`src/rtl/ldx_pkg.sv`:
```
package ldx_pkg;

    typedef enum logic [1:0] {
        SZ_BYTE  = 2'd0,
        SZ_WYDE  = 2'd1,
        SZ_TETRA = 2'd2,
        SZ_OCTA  = 2'd3
    } ld_size_e;

    typedef struct packed {
        ld_size_e size;
        logic     sign_ext;
        logic     high_half;
    } ld_kind_t;

    // A high-half load always reads one tetra.
    function automatic ld_size_e eff_size(ld_kind_t k);
        return k.high_half ? SZ_TETRA : k.size;
    endfunction

endpackage

```
`src/rtl/ldx_lane_pick.sv`:
```
module ldx_lane_pick
    import ldx_pkg::*;
#(
    parameter int DATA_W = 64,
    localparam int OFF_W = $clog2(DATA_W / 8)
) (
    input  logic [DATA_W-1:0] word,
    input  logic [OFF_W-1:0]  off,
    input  ld_size_e          size,
    output logic [DATA_W-1:0] raw
);
    logic [OFF_W-1:0]  low_mask;
    logic [OFF_W-1:0]  algn;
    logic [DATA_W-1:0] shifted;
    int unsigned       nbits;

    always_comb begin
        // Clear the offset bits below the access size.
        low_mask = OFF_W'((4'd1 << size) - 4'd1);
        algn     = off & ~low_mask;
        // The addressed byte moves to the top, then the field is right-justified.
        shifted  = word << {algn, 3'b000};
        nbits    = 32'd8 << size;
        raw      = shifted >> (DATA_W - nbits);
    end
endmodule

```
`src/rtl/ldx_extend.sv`:
```
module ldx_extend
    import ldx_pkg::*;
#(
    parameter int DATA_W = 64,
    localparam int HALF = DATA_W / 2
) (
    input  logic [DATA_W-1:0] raw,
    input  ld_kind_t          kind,
    output logic [DATA_W-1:0] value
);
    logic [DATA_W-1:0] cand [4];

    for (genvar g = 0; g < 4; g++) begin : g_size
        localparam int W = 8 << g;
        if (W < DATA_W) begin : g_ext
            assign cand[g] = kind.sign_ext
                ? {{(DATA_W-W){raw[W-1]}}, raw[W-1:0]}
                : {{(DATA_W-W){1'b0}},     raw[W-1:0]};
        end else begin : g_full
            assign cand[g] = raw;
        end
    end

    always_comb begin
        if (kind.high_half)
            value = {raw[HALF-1:0], {HALF{1'b0}}};
        else
            value = cand[kind.size];
    end
endmodule

```
`src/rtl/be_load_extender.sv`:
```
module be_load_extender
    import ldx_pkg::*;
#(
    parameter int DATA_W = 64,
    parameter int ADDR_W = 64,
    localparam int OFF_W = $clog2(DATA_W / 8)
) (
    input  logic              clk,
    input  logic              rst,
    input  logic              in_valid,
    input  logic [ADDR_W-1:0] addr,
    input  logic [DATA_W-1:0] mem_word,
    input  logic [1:0]        ld_size,
    input  logic              ld_signed,
    input  logic              ld_high,
    output logic              out_valid,
    output logic [DATA_W-1:0] out_data
);
    ld_kind_t          kind;
    logic [DATA_W-1:0] raw;
    logic [DATA_W-1:0] ext;

    assign kind = '{size: ld_size_e'(ld_size), sign_ext: ld_signed, high_half: ld_high};

    ldx_lane_pick #(.DATA_W(DATA_W)) u_pick (
        .word (mem_word),
        .off  (addr[OFF_W-1:0]),
        .size (eff_size(kind)),
        .raw  (raw)
    );

    ldx_extend #(.DATA_W(DATA_W)) u_ext (
        .raw   (raw),
        .kind  (kind),
        .value (ext)
    );

    always_ff @(posedge clk) begin
        if (rst) begin
            out_valid <= 1'b0;
            out_data  <= '0;
        end else begin
            out_valid <= in_valid;
            if (in_valid) out_data <= ext;
        end
    end

    // strobe latency
    a_r2_valid_follows: assert property (@(posedge clk) disable iff (rst)
        in_valid |=> out_valid);
    a_r2_idle_follows: assert property (@(posedge clk) disable iff (rst)
        !in_valid |=> !out_valid);
    // hold when idle
    a_r9_hold: assert property (@(posedge clk) disable iff (rst)
        !in_valid |=> $stable(out_data));
    // high half clears low half
    a_r8_low_zero: assert property (@(posedge clk) disable iff (rst)
        (in_valid && ld_high) |=> (out_data[DATA_W/2-1:0] == '0));
    // unsigned byte zero-extends
    a_r6_byte_zext: assert property (@(posedge clk) disable iff (rst)
        (in_valid && !ld_high && ld_size == 2'd0 && !ld_signed) |=> (out_data[DATA_W-1:8] == '0));
    // signed byte sign-extends
    a_r5_byte_sext: assert property (@(posedge clk) disable iff (rst)
        (in_valid && !ld_high && ld_size == 2'd0 && ld_signed)
        |=> (out_data[DATA_W-1:8] == {(DATA_W-8){out_data[7]}}));
    // octa pass-through
    a_r7_octa_pass: assert property (@(posedge clk) disable iff (rst)
        (in_valid && !ld_high && ld_size == 2'd3) |=> (out_data == $past(mem_word)));
endmodule

```
`config.mk`:
```
export PLATFORM = sky130hd
export DESIGN_NAME = be_load_extender
export DESIGN_NICKNAME = d
export VERILOG_FILES = /design/src/rtl/ldx_pkg.sv /design/src/rtl/ldx_lane_pick.sv /design/src/rtl/ldx_extend.sv /design/src/rtl/be_load_extender.sv
export SDC_FILE = /design/constraint.sdc
export NUM_CORES = 1
export LEC_CHECK = 0
export BUFFER_PORTS_ARGS = -buffer_cell sky130_fd_sc_hd__buf_2
export CORE_MARGIN = 2
export CORE_UTILIZATION = 47
export CTS_CLUSTER_SIZE = 8
export DETAILED_ROUTE_END_ITERATION = 8
export HOLD_SLACK_MARGIN = 0.06
export PLACE_DENSITY_LB_ADDON = 0.15
export SKIP_CTS_REPAIR_TIMING = 1
export SLEW_MARGIN = 25
export SYNTH_ARGS = -nofsm -noshare
export SYNTH_HDL_FRONTEND = slang
export SYNTH_HIERARCHICAL = 1
export SYNTH_SLANG_ARGS = --single-unit
```
`constraint.sdc`:
```
create_clock -name clk -period 2.7 [get_ports clk]
set_clock_uncertainty 0.05 [all_clocks]
set_input_delay 0 -clock clk [delete_from_list [all_inputs] [get_ports clk]]
set_output_delay 0 -clock clk [all_outputs]
set_load 0.03 [all_outputs]
```
==> reports/results.ini, run 1 <==
[timing]
slew_viol_final=0
rsz0062_at_grt=no
worstMarginPinSlew_ps=1050
fin_tns_setup_ps=0
hold_violations=0
timing.slew.headroom_pct=30.3
finalWorstPathRequiredPeriod_ps=2590
setup_viol=0
worst_slack_ps=106
fmax_mhz=385
period_share_pct=96.1

[global_routing]
grt_first_pass_wirelength_um=39300
grt_use_total_pct=38.2
grt-ovfl-total=0
gr-usage-met2_pct=62.0
grt_max_degree=66
met1_usage_pct=48.9
top_usage_layer=met2
use_met3_pct=5.81
antenna_found_initial=0
grt_pass1_vias=6895

[yosys]
ys.flop_type=dfxtp_1
yosysTopAreaCell=dfxtp_1
synthTopCellsByArea=dfxtp_1 22%, mux2i_1 13%, nor2_1 7.6%, a21oi_1 5.0%, nand2_1 4.4%
synth-edff-count=0
syn_area_per_cell_um2=7.53
synth-seq-area-share_pct=22.1
netlist.area_leader.share_pct=22.1
synthCells=783
syn_area_mm2=0.00590
synth.distinct_cells=73
synthArstFlopShare_pct=0
synth_seq_cells=65
syn-num-nets=918
yosys_warnings=6

[drt]
wl_per_cell_um=21.9
viasPerCell=6.17
ant_nets=0
drt_iter0_markers=855
vias=7148
drt-total-wl_um=25300
firstDrtPassIters=5
drc=0

[layout]
fin_util_pct=64.3
fillerInstances=1077
layout-drive-gt1-share_pct=36.0
n_antenna_cell=0
syn_to_final_growth_pct=32.1
layout.nets=1121

[power_and_ir_drop]
ir_drop_mv=0.401
p_per_area_mw_per_mm2=487
power_leakage_nw=3.85

[placement]
place_congestion=1.01
dp_hpwl_um=19300
io_buffers=138
dp_slack_ps=-357

[min_path]
min_path_cells=2
hold_class=primary input to flip-flop

[setup_path]
arrival_ps=2740
worst-setup-path-type=primary input to flip-flop
critPathLaunchType=primary input
crit_path_max_fanout=12
endpoint_kind=flip-flop
crit_required_ps=2850
reg2reg_depth=2

[floorplanning]
coreArea_mm2=0.0121
die_w_um=116
rows=40
io_pins=200
die_area_mm2=0.0135
start_util_pct=48.7
fp.dieH_um=116

[status]
status=finished clean

[clocking]
cts_tree=done
htree_levels=3
clk_pin_slew_ps=60
clockBufferDepth=2
cts_root_buffer=clkbuf_16
worstSkewPairLatency_ps=330
cts_made_buffers=9
cts_sinks=65

[job]
max_cap_viol_count=0

[worst max-delay path, stage by stage]
cell and delay [ps]:
buf_2 120, or2_4 310, buf_4 220, and2_1 250, buf_4 170, a2111oi_4 230
a21oi_1 110, o221ai_2 370, buf_4 180, o211ai_1 80, o21a_1 180, a22oi_2 260
nand3_2 90, mux2i_1 130, nor2_1 50
[cell usage in the layout, fill, tap and decap left out, drive strengths merged, types with 16 or more instances in the layout]
cell type | netlist | layout
a21oi | 59 | 59
nor2b | 16 | 16
nor2 | 119 | 119
mux2i | 77 | 77
nand3 | 45 | 45
a22oi | 32 | 32
dfxtp | 65 | 65
buf | 60 | 274
o21ai | 44 | 44
nand2 | 70 | 70
[where the power goes]
part	internal [W]	switching (W)	leakage, nW
Sequential	0.00101	0.0000289	0.530
Combinational	0.000572	0.000801	3.15
Clock	0.000913	0.000464	0.171
[cell type report]
| cell class | instances | area [um^2] | area share (%) |
|---|---|---|---|
| sequential | 65 | 1300 | 16.7 |
| tap | 168 | 210 | 2.70 |
| inverter | 12 | 46.3 | 0.594 |
| clock buffer | 9 | 225 | 2.89 |
| multi-input combinational | 624 | 4110 | 52.7 |
| timing repair buffer | 274 | 1780 | 22.8 |
| clock inverter | 7 | 125 | 1.61 |
[metrics by stage]
| step | cells | hold slack [ps] | total power, W | instance area, um^2 |
|---|---|---|---|---|
| floorplan | 783 | 204 | 0.00184 | 5900 |
| global placement | 1143 | 391 | 0.00237 | 7380 |
| detailed placement | 1143 | 388 | 0.00238 | 7380 |
| CTS | 1159 | 133 | 0.00376 | 7730 |
| global route | 1159 | 148 | 0.00394 | 7790 |
| finish | 1159 | 110 | 0.00379 | 7790 |
[worst paths after layout]
kind,startpoint,slack [ps],endpoint
setup reg to reg,out_data[2],1950,out_data[2]
hold reg to reg,out_data[1],440,out_data[1]
setup / recovery,ld_high,110,out_data[45]
hold / removal,rst,110,out_data[1]
[Yosys cell counts, types with 11 or more instances]
master / number
clkbuf_1: 21
dfxtp_1: 65
nand2_1: 69
nand3_2: 22
nor3_1: 14
a31oi_1: 11
o21ai_0: 42
nor2_1: 119
nand3_1: 23
buf_1: 13
a22oi_1: 21
mux2i_1: 77
buf_6: 13
buf_2: 24
nor2b_1: 15
a21oi_1: 59
o22ai_1: 12
a22oi_2: 11
[sequential cells by signal (all words and copies together), names as in the netlist]
register	cells
out_data	64
out_valid	1
[cells by family (layout without fill, tap and decap cells)]
group | Yosys count | count (layout) | synth area share, %
AND/OR/NAND/NOR | 307 | 307 | 26.4
flip-flops | 65 | 65 | 22.1
AO/OA/AOI/OAI | 232 | 232 | 27.2
multiplexers | 85 | 85 | 14.8
buffers and inverters | 94 | 302 | 9.50
[per-layer routing]
| metal | vias to the layer above | share of wire, % |
|---|---|---|
| met2 | 434 | 46 |
| met1 | 3350 | 40 |
| met5 | - | 0 |
| met3 | 107 | 7.8 |
| li1 | 3257 | - |
| met4 | 0 | 5.8 |
Note: power is estimated with default switching activity, not from simulation.
==> run 2, diff against run 1 <==
--- a/config.mk
+++ b/config.mk
@@ -5,13 +5,14 @@
 export SDC_FILE = /design/constraint.sdc
 export NUM_CORES = 1
 export LEC_CHECK = 0
-export BUFFER_PORTS_ARGS = -buffer_cell sky130_fd_sc_hd__buf_2
 export CORE_MARGIN = 2
-export CORE_UTILIZATION = 47
+export CORE_UTILIZATION = 59
 export CTS_CLUSTER_SIZE = 8
 export DETAILED_ROUTE_END_ITERATION = 8
+export DONT_BUFFER_PORTS = 1
 export HOLD_SLACK_MARGIN = 0.06
 export PLACE_DENSITY_LB_ADDON = 0.15
+export RECOVER_POWER = 25
 export SKIP_CTS_REPAIR_TIMING = 1
 export SLEW_MARGIN = 25
 export SYNTH_ARGS = -nofsm -noshare
==> reports/results.ini, run 2 (same netlist as run 1, synthesis figures left out) <==
[setup_path]
worst-setup-path-type=primary input to flip-flop
cpMaxStageDelayCell=or3b_1
crit_path_max_fanout=9
crit_chain=or2_2, or3b_1, buf_4, a2111oi_4, a21oi_1, o221ai_2, nand2b_1, a32oi_1, a22oi_1, buf_4, nand3_2, mux2i_1, nor2_1
crit_required_ps=2900
crit_top_cell=buf_4
critPathMaxStageDelay_ps=430
critPathLaunchType=primary input
endpoint_kind=flip-flop
arrival_ps=2790

[timing]
timing.slew.headroom_pct=42.2
slew_viol_final=0
hold_violations=0
rsz0062_at_grt=no
fin_tns_setup_ps=0
finalWorstPathRequiredPeriod_ps=2600
worstMarginPinSlew_ps=864
setup_viol=0
period_share_pct=96.2
fmax_mhz=385

[power_and_ir_drop]
ir_drop_mv=0.387
power_leakage_nw=2.95
finalPower_w=0.00310
p_per_area_mw_per_mm2=469

[layout]
syn_to_final_growth_pct=12.0
n_antenna_cell=0
final_common_cell=nor2_1
fin_cells=942
fin_util_pct=67.9
regMostFlops=out_data
largest_reg_flops=64
reg_top3=out_data (64), out_valid (1)
final_cell_mix=119 x nor2_1, 80 x buf_4, 77 x mux2i_1
layout-drive-gt1-share_pct=19.9
layout.nets=939

[placement]
dp_cells=919
io_buffers=0
dp_hpwl_um=16400
place_congestion=0.995

[drt]
drc=0
vias=6503
viasPerCell=6.90
wl_per_cell_um=24.1
firstDrtPassIters=9
ant_nets=0
drt_iter0_markers=1022
drt-total-wl_um=22700

[floorplanning]
rows=36
start_util_pct=60.6
die_area_mm2=0.0108
coreArea_mm2=0.00973
die_w_um=104
io_pins=200
fp.dieH_um=104

[clocking]
clk_pin_slew_ps=80
cts_root_buffer=clkbuf_8
htree_levels=3
cts_made_buffers=9
clockBufferDepth=2
cts_sinks=65
worstSkewPairLatency_ps=340
cts_tree=done

[global_routing]
grt_pass1_vias=6153
antenna_found_initial=0
grt_use_total_pct=40.4
grt_max_degree=70
grt_first_pass_wirelength_um=34300
grt-ovfl-total=0

[min_path]
hold_class=primary input to flip-flop

[status]
status=finished clean

[job]
max_cap_viol_count=0

-- run 2: report_power, final --
group	leakage, nW	total (W)	internal, W	switching [W]
Combinational	2.30	0.000998	0.000445	0.000554
Sequential	0.530	0.00115	0.00101	0.000143
Clock	0.115	0.000944	0.000529	0.000415
-- run 2: cell type report --
class / count / area (um^2)
Sequential cell: 65 / 1300
Multi-Input combinational cell: 624 / 4050
Tap cell: 133 / 166
Clock inverter: 7 / 100
Fill cell: 825 / 3120
Clock buffer: 9 / 124
Timing Repair Buffer: 92 / 823
Inverter: 12 / 46.3
-- run 2: metal layers --
layer  track usage, %  part of all wire (%)  up-vias
met2             63.6                    45      493
met3             14.1                    13       87
li1                 -                     -     2890
met1             49.9                    38     3033
met4             18.1                   4.8        0
met5                0                     0        -
-- run 2: worst paths after layout --
check	from	end	slack [ps]	cells after the start
hold reg to reg	out_data[9]	out_data[9]	620	2
setup / recovery	ld_high	out_data[37]	100	13
hold / removal	ld_size[1]	out_data[9]	20	4
setup reg to reg	out_data[37]	out_data[37]	1780	2
-- run 2: worst max-delay path, delay by kind of cell --
family	cells	cell delay (ps)
and+or+nand+nor	5	1090
muxes	1	150
AOI/OAI and AO/OA	5	1200
buffers and inverters	2	350
-- run 2: through the flow --
step	worst slack (ps)	area, um^2	hold WS (ps)
after floorplan	40.9	5900	204
after global placement	-165	6260	27.7
after detailed placement	-183	6260	28.9
after CTS	202	6480	-355
after global routing	17.1	6610	72.6
final	102	6610	21.3
